### src/rtl/cart_dec_pkg.sv
package cart_dec_pkg;
  localparam int NUM_WIN  = 3;
  localparam int WIN_MEM  = 0;
  localparam int WIN_SAVE = 1;
  localparam int WIN_REG  = 2;

  typedef struct packed {
    logic save_16k;
    logic save_en;
    logic mem_en;
  } cfg_t;
endpackage

### src/rtl/cart_addr_decode.sv
module cart_addr_decode
  import cart_dec_pkg::*;
#(
  parameter int                      ADDR_W = 32,
  parameter logic [NUM_WIN*32-1:0]   BASES  = '0,
  parameter logic [NUM_WIN*8-1:0]    SPANS  = '0,  // log2 window size in bytes
  parameter logic [NUM_WIN*8-1:0]    ALIGNS = '0   // log2 access size in bytes
) (
  input  logic              req_i,
  input  logic [ADDR_W-1:0] addr_i,
  output logic [NUM_WIN-1:0] hit_o
);
  for (genvar w = 0; w < NUM_WIN; w++) begin : g_win
    localparam int          SPAN  = int'(SPANS[w*8 +: 8]);
    localparam int          ALIGN = int'(ALIGNS[w*8 +: 8]);
    localparam logic [31:0] BASE  = BASES[w*32 +: 32];
    logic in_range, aligned;
    assign in_range = addr_i[ADDR_W-1:SPAN] == BASE[ADDR_W-1:SPAN];
    assign aligned  = addr_i[ALIGN-1:0] == '0;
    assign hit_o[w] = req_i && in_range && aligned;
  end
endmodule

### src/rtl/cart_ctrl_regs.sv
module cart_ctrl_regs
  import cart_dec_pkg::*;
#(
  parameter int DATA_W      = 32,
  parameter int IDX_W       = 1,
  parameter int MEM_EN_BIT  = 1,
  parameter int SAVE_EN_BIT = 3,
  parameter int SAVE_SZ_BIT = 4
) (
  input  logic              clk_i,
  input  logic              rst_ni,
  input  logic              nmi_i,
  input  logic              wr_en_i,
  input  logic              rd_en_i,
  input  logic              rd_hit_i,
  input  logic [IDX_W-1:0]  idx_i,
  input  logic [DATA_W-1:0] wdata_i,
  output cfg_t              cfg_o,
  output logic [DATA_W-1:0] boot_o,
  output logic              rvalid_o,
  output logic [DATA_W-1:0] rdata_o
);
  localparam logic [IDX_W-1:0] IDX_CFG  = IDX_W'(0);
  localparam logic [IDX_W-1:0] IDX_BOOT = IDX_W'(1);

  cfg_t              cfg_q;
  logic [DATA_W-1:0] boot_q;
  logic [DATA_W-1:0] cfg_word, rd_mux;

  always_comb begin
    cfg_word              = '0;
    cfg_word[MEM_EN_BIT]  = cfg_q.mem_en;
    cfg_word[SAVE_EN_BIT] = cfg_q.save_en;
    cfg_word[SAVE_SZ_BIT] = cfg_q.save_16k;
  end

  always_ff @(posedge clk_i or negedge rst_ni) begin
    if (!rst_ni) begin
      cfg_q <= '0;
    end else begin
      if (wr_en_i && idx_i == IDX_CFG) begin
        cfg_q.mem_en   <= wdata_i[MEM_EN_BIT];
        cfg_q.save_en  <= wdata_i[SAVE_EN_BIT];
        cfg_q.save_16k <= wdata_i[SAVE_SZ_BIT];
      end
      // console reset/NMI wins over a same-cycle write
      if (nmi_i) cfg_q.mem_en <= 1'b0;
    end
  end

  always_ff @(posedge clk_i or negedge rst_ni) begin
    if (!rst_ni)                             boot_q <= '0;
    else if (wr_en_i && idx_i == IDX_BOOT)   boot_q <= wdata_i;
  end

  always_comb begin
    rd_mux = '0;
    if (rd_hit_i) rd_mux = (idx_i == IDX_BOOT) ? boot_q : cfg_word;
  end

  always_ff @(posedge clk_i or negedge rst_ni) begin
    if (!rst_ni) begin
      rvalid_o <= 1'b0;
      rdata_o  <= '0;
    end else begin
      rvalid_o <= rd_en_i;
      rdata_o  <= rd_en_i ? rd_mux : '0;
    end
  end

  assign cfg_o  = cfg_q;
  assign boot_o = boot_q;
endmodule

### src/rtl/cart_bus_decoder.sv
module cart_bus_decoder
  import cart_dec_pkg::*;
#(
  parameter int          ADDR_W    = 32,
  parameter int          DATA_W    = 32,
  parameter logic [31:0] MEM_BASE  = 32'h1000_0000,
  parameter int          MEM_LOG2  = 26,
  parameter logic [31:0] SAVE_BASE = 32'h1D00_0000,
  parameter int          SAVE_LOG2 = 11,
  parameter logic [31:0] REG_BASE  = 32'h1E00_0000,
  parameter int          REG_WORDS = 2
) (
  input  logic              clk_i,
  input  logic              rst_ni,
  input  logic              nmi_i,
  input  logic              req_i,
  input  logic              we_i,
  input  logic [ADDR_W-1:0] addr_i,
  input  logic [DATA_W-1:0] wdata_i,
  output logic              sel_sdram_o,
  output logic              sel_flash_o,
  output logic              sel_save_o,
  output logic              rvalid_o,
  output logic [DATA_W-1:0] rdata_o,
  output logic              mem_en_o,
  output logic              save_en_o,
  output logic              save_16k_o,
  output logic [DATA_W-1:0] boot_ovr_o
);
  localparam int IDX_W    = (REG_WORDS > 1) ? $clog2(REG_WORDS) : 1;
  localparam int REG_LOG2 = IDX_W + 2;

  localparam logic [NUM_WIN*32-1:0] BASES  = {REG_BASE, SAVE_BASE, MEM_BASE};
  localparam logic [NUM_WIN*8-1:0]  SPANS  = {8'(REG_LOG2), 8'(SAVE_LOG2), 8'(MEM_LOG2)};
  localparam logic [NUM_WIN*8-1:0]  ALIGNS = {8'd2, 8'd2, 8'd1};

  logic [NUM_WIN-1:0] hit;
  cfg_t               cfg;
  logic               mem_sel_any;

  cart_addr_decode #(
    .ADDR_W(ADDR_W), .BASES(BASES), .SPANS(SPANS), .ALIGNS(ALIGNS)
  ) u_dec (
    .req_i (req_i),
    .addr_i(addr_i),
    .hit_o (hit)
  );

  assign sel_sdram_o = hit[WIN_MEM] &&  cfg.mem_en;
  assign sel_flash_o = hit[WIN_MEM] && !cfg.mem_en;
  assign sel_save_o  = hit[WIN_SAVE] && cfg.save_en;
  assign mem_sel_any = sel_sdram_o || sel_flash_o || sel_save_o;

  cart_ctrl_regs #(
    .DATA_W(DATA_W), .IDX_W(IDX_W)
  ) u_regs (
    .clk_i   (clk_i),
    .rst_ni  (rst_ni),
    .nmi_i   (nmi_i),
    .wr_en_i (we_i && hit[WIN_REG]),
    .rd_en_i (req_i && !we_i && !mem_sel_any),
    .rd_hit_i(hit[WIN_REG]),
    .idx_i   (addr_i[REG_LOG2-1:2]),
    .wdata_i (wdata_i),
    .cfg_o   (cfg),
    .boot_o  (boot_ovr_o),
    .rvalid_o(rvalid_o),
    .rdata_o (rdata_o)
  );

  assign mem_en_o   = cfg.mem_en;
  assign save_en_o  = cfg.save_en;
  assign save_16k_o = cfg.save_16k;
endmodule

### config.mk
export PLATFORM = sky130hd
export DESIGN_NAME = cart_bus_decoder
export DESIGN_NICKNAME = d
export VERILOG_FILES = /design/src/rtl/cart_dec_pkg.sv /design/src/rtl/cart_addr_decode.sv /design/src/rtl/cart_ctrl_regs.sv /design/src/rtl/cart_bus_decoder.sv
export SDC_FILE = /design/constraint.sdc
export NUM_CORES = 1
export LEC_CHECK = 0
export BUFFER_PORTS_ARGS = -buffer_cell sky130_fd_sc_hd__buf_2
export CAP_MARGIN = 30
export CORE_MARGIN = 5
export CORE_UTILIZATION = 46
export CTS_BUF_LIST = sky130_fd_sc_hd__clkbuf_16
export CTS_CLUSTER_DIAMETER = 80
export CTS_CLUSTER_SIZE = 10
export DETAILED_ROUTE_END_ITERATION = 8
export PLACE_DENSITY = 0.88
export SKIP_CTS_REPAIR_TIMING = 1
export SYNTH_ARGS = -nofsm -noshare
export SYNTH_HDL_FRONTEND = slang
export SYNTH_SLANG_ARGS = --single-unit
### constraint.sdc
create_clock -name clk_i -period 1.5 [get_ports clk_i]
set_clock_uncertainty 0.05 [all_clocks]
set_input_delay 0.3 -clock clk_i [delete_from_list [all_inputs] [get_ports clk_i]]
set_output_delay 0.3 -clock clk_i [all_outputs]
set_load 0.005 [all_outputs]
Word level (Yosys, flattened, before mapping)
Cells that the tools add are included.
{"block": "word_totals", "reg_bits": 68, "input_bits": 69, "out_inout_bits": 71, "elab_cells": 37}
{"block": "op_classes", "eq_ne": 3, "mux": 5, "n_bitwise": 2, "n_reduce_logical": 21}
{"cell": "2-to-1 mux 32 bit", "n": 3}
{"cell": "== test 29 x 26 -> 1 bit (second input constant)", "n": 1}
{"cell": "== test 21 x 18 -> 1 bit (second input constant)", "n": 1}
{"cell": "logical AND 1 bit", "n": 14}
{"cell": "== test 6 x 3 -> 1 bit (second input constant)", "n": 1}
{"cell": "zero test 1 bit", "n": 3}
{"cell": "zero test 2 bit", "n": 1}
{"cell": "logical OR 1 bit", "n": 2}
{"cell": "2-to-1 mux 1 bit", "n": 2}
{"cell": "inverter 1 bit", "n": 2}
{"cell": "nonzero test 2 bit", "n": 1}

Depth between registers and ports, before layout
{"block": "logic_depth", "depth_word": 9, "mapped_depth": 6, "ltp_nobuf": 4}

Modules after synthesis
Synthesis repeated with hierarchy kept, for this count alone.
{"block": "unflattened", "hier_cells": 172, "area_unflattened_um2": 2736.4}
{"module": "cart_ctrl_regs", "instances": 1, "cells_each": 152, "area_per_inst_um2": 2557.5}
{"module": "cart_addr_decode", "instances": 1, "cells_each": 15, "area_per_inst_um2": 127.6}
{"module": "cart_bus_decoder", "instances": 1, "cells_each": 5, "area_per_inst_um2": 51.3}

Worst setup path after synthesis
Ideal clock, no wire load.
{"block": "synth_timing", "path_kind": "input-to-reg", "startpoint": "in addr_i[31]", "endpoint": "reg u_regs.boot_q[11] (netlist: u_regs.boot_o[11])", "arrival_ns": 1.709, "slack_ns": -0.383, "cell_stages": 5, "cell_sequence": "nor4b_4 nand3b_4 nor4_4 buf_6 mux2_2"}
{"block": "synth_between", "elab_chain_cells": 5}
{"item": "start: declaration", "line": "cart_bus_decoder.sv:18", "text": "input logic [ADDR_W-1:0] addr_i,"}
{"item": "== test 29 x 26 -> 1 bit", "line": "cart_addr_decode.sv:18", "text": "assign in_range = addr_i[ADDR_W-1:SPAN] == BASE[ADDR_W-1:SPAN];"}
{"item": "logical AND 1 bit (2 in series)", "line": "cart_addr_decode.sv:20", "text": "assign hit_o[w] = req_i && in_range && aligned;"}
{"item": "logical AND 1 bit", "line": "cart_bus_decoder.sv:60", "text": ".wr_en_i (we_i && hit[WIN_REG]),"}
{"item": "logical AND 1 bit", "line": "cart_ctrl_regs.sv:53", "text": "else if (wr_en_i && idx_i == IDX_BOOT) boot_q <= wdata_i;"}
{"item": "end signal: assignment", "line": "cart_ctrl_regs.sv:53"}
{"item": "end: declaration", "line": "cart_ctrl_regs.sv:27", "text": "logic [DATA_W-1:0] boot_q;"}
Every way passes these cells.
A chain may end at the register's enable or synchronous reset.

Worst setup path in the final report
{"block": "layout_timing", "startpoint": "in addr_i[14]", "endpoint": "reg u_regs.boot_q[13] (netlist: u_regs.boot_o[13])"}
The elaborated chain is that of the path after synthesis.

==> metrics.cfg <==
[timing]
hold_violations=0
rsz0062_at_grt=yes
finalWorstPathRequiredPeriod_ps=1850
report.final.slew_viol_count=0
period_share_pct=123
relSlewSlack_pct=66.5
hold-worst-slack_ps=155
setup-tns-final_ps=-15450
max_freq_ghz=0.541
tightest_slew_ps=503
setup_ws_ps=-350
setup_viol=70

[placement]
portBuffers=139
post-dp-hpwl_um=5300
dp_cells=429
gp_congestion=0.851

[setup_path]
cp-end-kind=flop
path_delay_family=simple AND/OR/NAND/NOR gates
path_max_fanout=16
crit_path_start_kind=input port
slowest_stage=nor4_4
r2r-end=u_regs.rdata_o[27]
cp_cell_sequence=buf_2 > nor4_4 > nand4_4 > nor4_4 > buf_6 > buf_12 > mux2_4
r2r_slack_ps=90
crit-reg2reg-launch=u_regs.cfg_o[1]
r2r_cells=4
worst_path_most_repeated_cell=nor4_4
cp_num_buf_inv=3
worstSetupPathType=input port to flop
arrival_ps=2000
max_stage_delay_ps=350
cp.required_ps=1650

[clocking]
clockRootBuffer=clkbuf_16
cts.path.max_buffers=2
clk_latency_ps=320
cts_inserted_buffers=9
cts_tree=done
cts-htree-levels=3
clkSinkCount=68
clk_pin_slew_worst_paths_ps=50

[hold_path]
worstHoldStart=wdata_i[21]
hold-path-cell-count=2
min_path_type=input port to flop
hold_path_end=u_regs.boot_o[21]

[floorplanning]
die_area_um2=8430
placement_rows=29
die_h_um=91.8
die_w_um=91.8
start_util_pct=47.9
ios=140
core_area_um2=6420

[run_status]
violations=setup timing
outcome=finished, violations left

[drt]
drtIter0Drc=60
dr_total_vias=2273
drc_errors=0
drt_pass1_iterations=4
drtAntennaViolNets=0
wire_per_inst_um=19.2
vias_per_cell=5.03
routed_wl_um=8660

[grt]
grt_pass1_vias=2322
antenna_found_initial=0
grt_max_degree=69
grt_pass1_wl_um=11500
grt_usage_pct=17.4
grt.overflow.total=0

[synth]
ys_types=27
netlist_instances=209
syn-num-nets=278
ys_seq_elements=68
synth_top_family_by_area=simple AND/OR/NAND/NOR gates
synth_area_um2=3080
synth_compound_area_share_pct=0
synth_area_per_cell_um2=14.7
ys_seq_area_share_pct=55.3
synth.mux.area_fraction_pct=13.7
yosysWarnings=0
synth_fa_ha_area_share_pct=0
synthSimpleGateAreaFrac_pct=22.6
synth_xor_area_share_pct=0

[finish]
area_delta_synth_final_pct=56.2
instances_no_fill=452
antenna_cells=0
mostFrequentLayoutCells=buf_2, dfrtp_1, mux2_4
drive_gt1_share_pct=68.8
utilization_pct=74.9
final_common_cell=buf_2
fin_nets=440

[run]
max_cap_viol_count=0

[power_and_ir_drop]
p_leak_uw=0.00249
total_power_uw=4100
p_per_area_nw_per_um2=852
ir_worst_vdd_v=0.000625

[cells in the mapped netlist]
cell type | n | share of area (%)
mux2i_1 | 4 | 1.3
nor4_2 | 24 | 9.8
mux2_1 | 10 | 3.7
nor3_1 | 1 | 0.16
or3_1 | 1 | 0.20
buf_6 | 4 | 1.5
nand2_1 | 1 | 0.12
nor2b_1 | 1 | 0.20
mux2_2 | 24 | 8.8
nand3b_4 | 1 | 0.65
clkbuf_1 | 5 | 0.61
inv_1 | 30 | 3.7
nand4_4 | 1 | 0.69
nand3_1 | 1 | 0.16
nor3_2 | 3 | 0.98
nand4bb_1 | 1 | 0.37
nor4b_4 | 1 | 0.77
dfrtp_1 | 68 | 55
nor4b_1 | 6 | 1.7
nor4_1 | 4 | 0.81
and4bb_2 | 1 | 0.41
nor4_4 | 7 | 4.8
nand3b_1 | 1 | 0.24
nand2b_1 | 2 | 0.41
nor2_1 | 1 | 0.12
buf_4 | 3 | 0.73
buf_12 | 3 | 2.0
[per-stage QoR]
step	instance area (um^2)	worst slack [ps]
6_report	4810	-350
5_1_grt	4810	-389
2_1_floorplan	3090	-369
4_1_cts	4240	-356
3_3_place_gp	3960	-523
3_5_place_dp	3960	-564
[worst max path at each step]
stage | endpoint | slack [ps] | cells after the start | from
after global routing | u_regs.boot_o[13] | -390 | 7 | addr_i[14]
after global placement | u_regs.cfg_o[2] | -520 | 7 | addr_i[12]
final | u_regs.boot_o[13] | -350 | 7 | addr_i[14]
after floorplan | u_regs.boot_o[11] | -370 | 5 | addr_i[16]
after detailed placement | u_regs.cfg_o[2] | -560 | 7 | addr_i[24]
after CTS | sel_sdram_o | -360 | 6 | addr_i[0]
[power breakdown]
| group | internal (uW) | switching (uW) | total [uW] |
|---|---|---|---|
| combinational | 130 | 174 | 304 |
| sequential | 1840 | 0.536 | 1840 |
| clock | 1250 | 708 | 1950 |
[flip-flops by register name, summed over array words and instances, names as in the netlist]
| register | flops |
|---|---|
| u_regs.rdata_o | 32 |
| u_regs.cfg_o | 3 |
| u_regs.boot_o | 32 |
| u_regs.rvalid_o | 1 |
[routing by layer]
layer / global-route usage (%) / vias to the layer above / routed length [um] / part of all wire, %
li1: - / 1063 / - / -
met1: 20.8 / 1122 / 3410 / 39
met5: 0 / - / 0 / 0
met4: 7.55 / 0 / 143 / 1.7
met2: 29.9 / 71 / 4670 / 54
met3: 4.17 / 17 / 432 / 5.0
[cell families after synthesis]
kind of cell           count (synthesis)
AND/OR/NAND/NOR                       58
multiplexers                          38
flip-flops                            68
buffers and inverters                 45
[area by class of cell]
class,instances,area (um^2)
flip-flops and latches,68,1700
fillers,422,1610
multi-input cells,96,1540
repair buffers,166,1090
clock buffers,9,225
inverters,30,113
well taps,77,96.3
clock inverters,6,48.8
No activity file was read; power rests on OpenSTA's default activity.
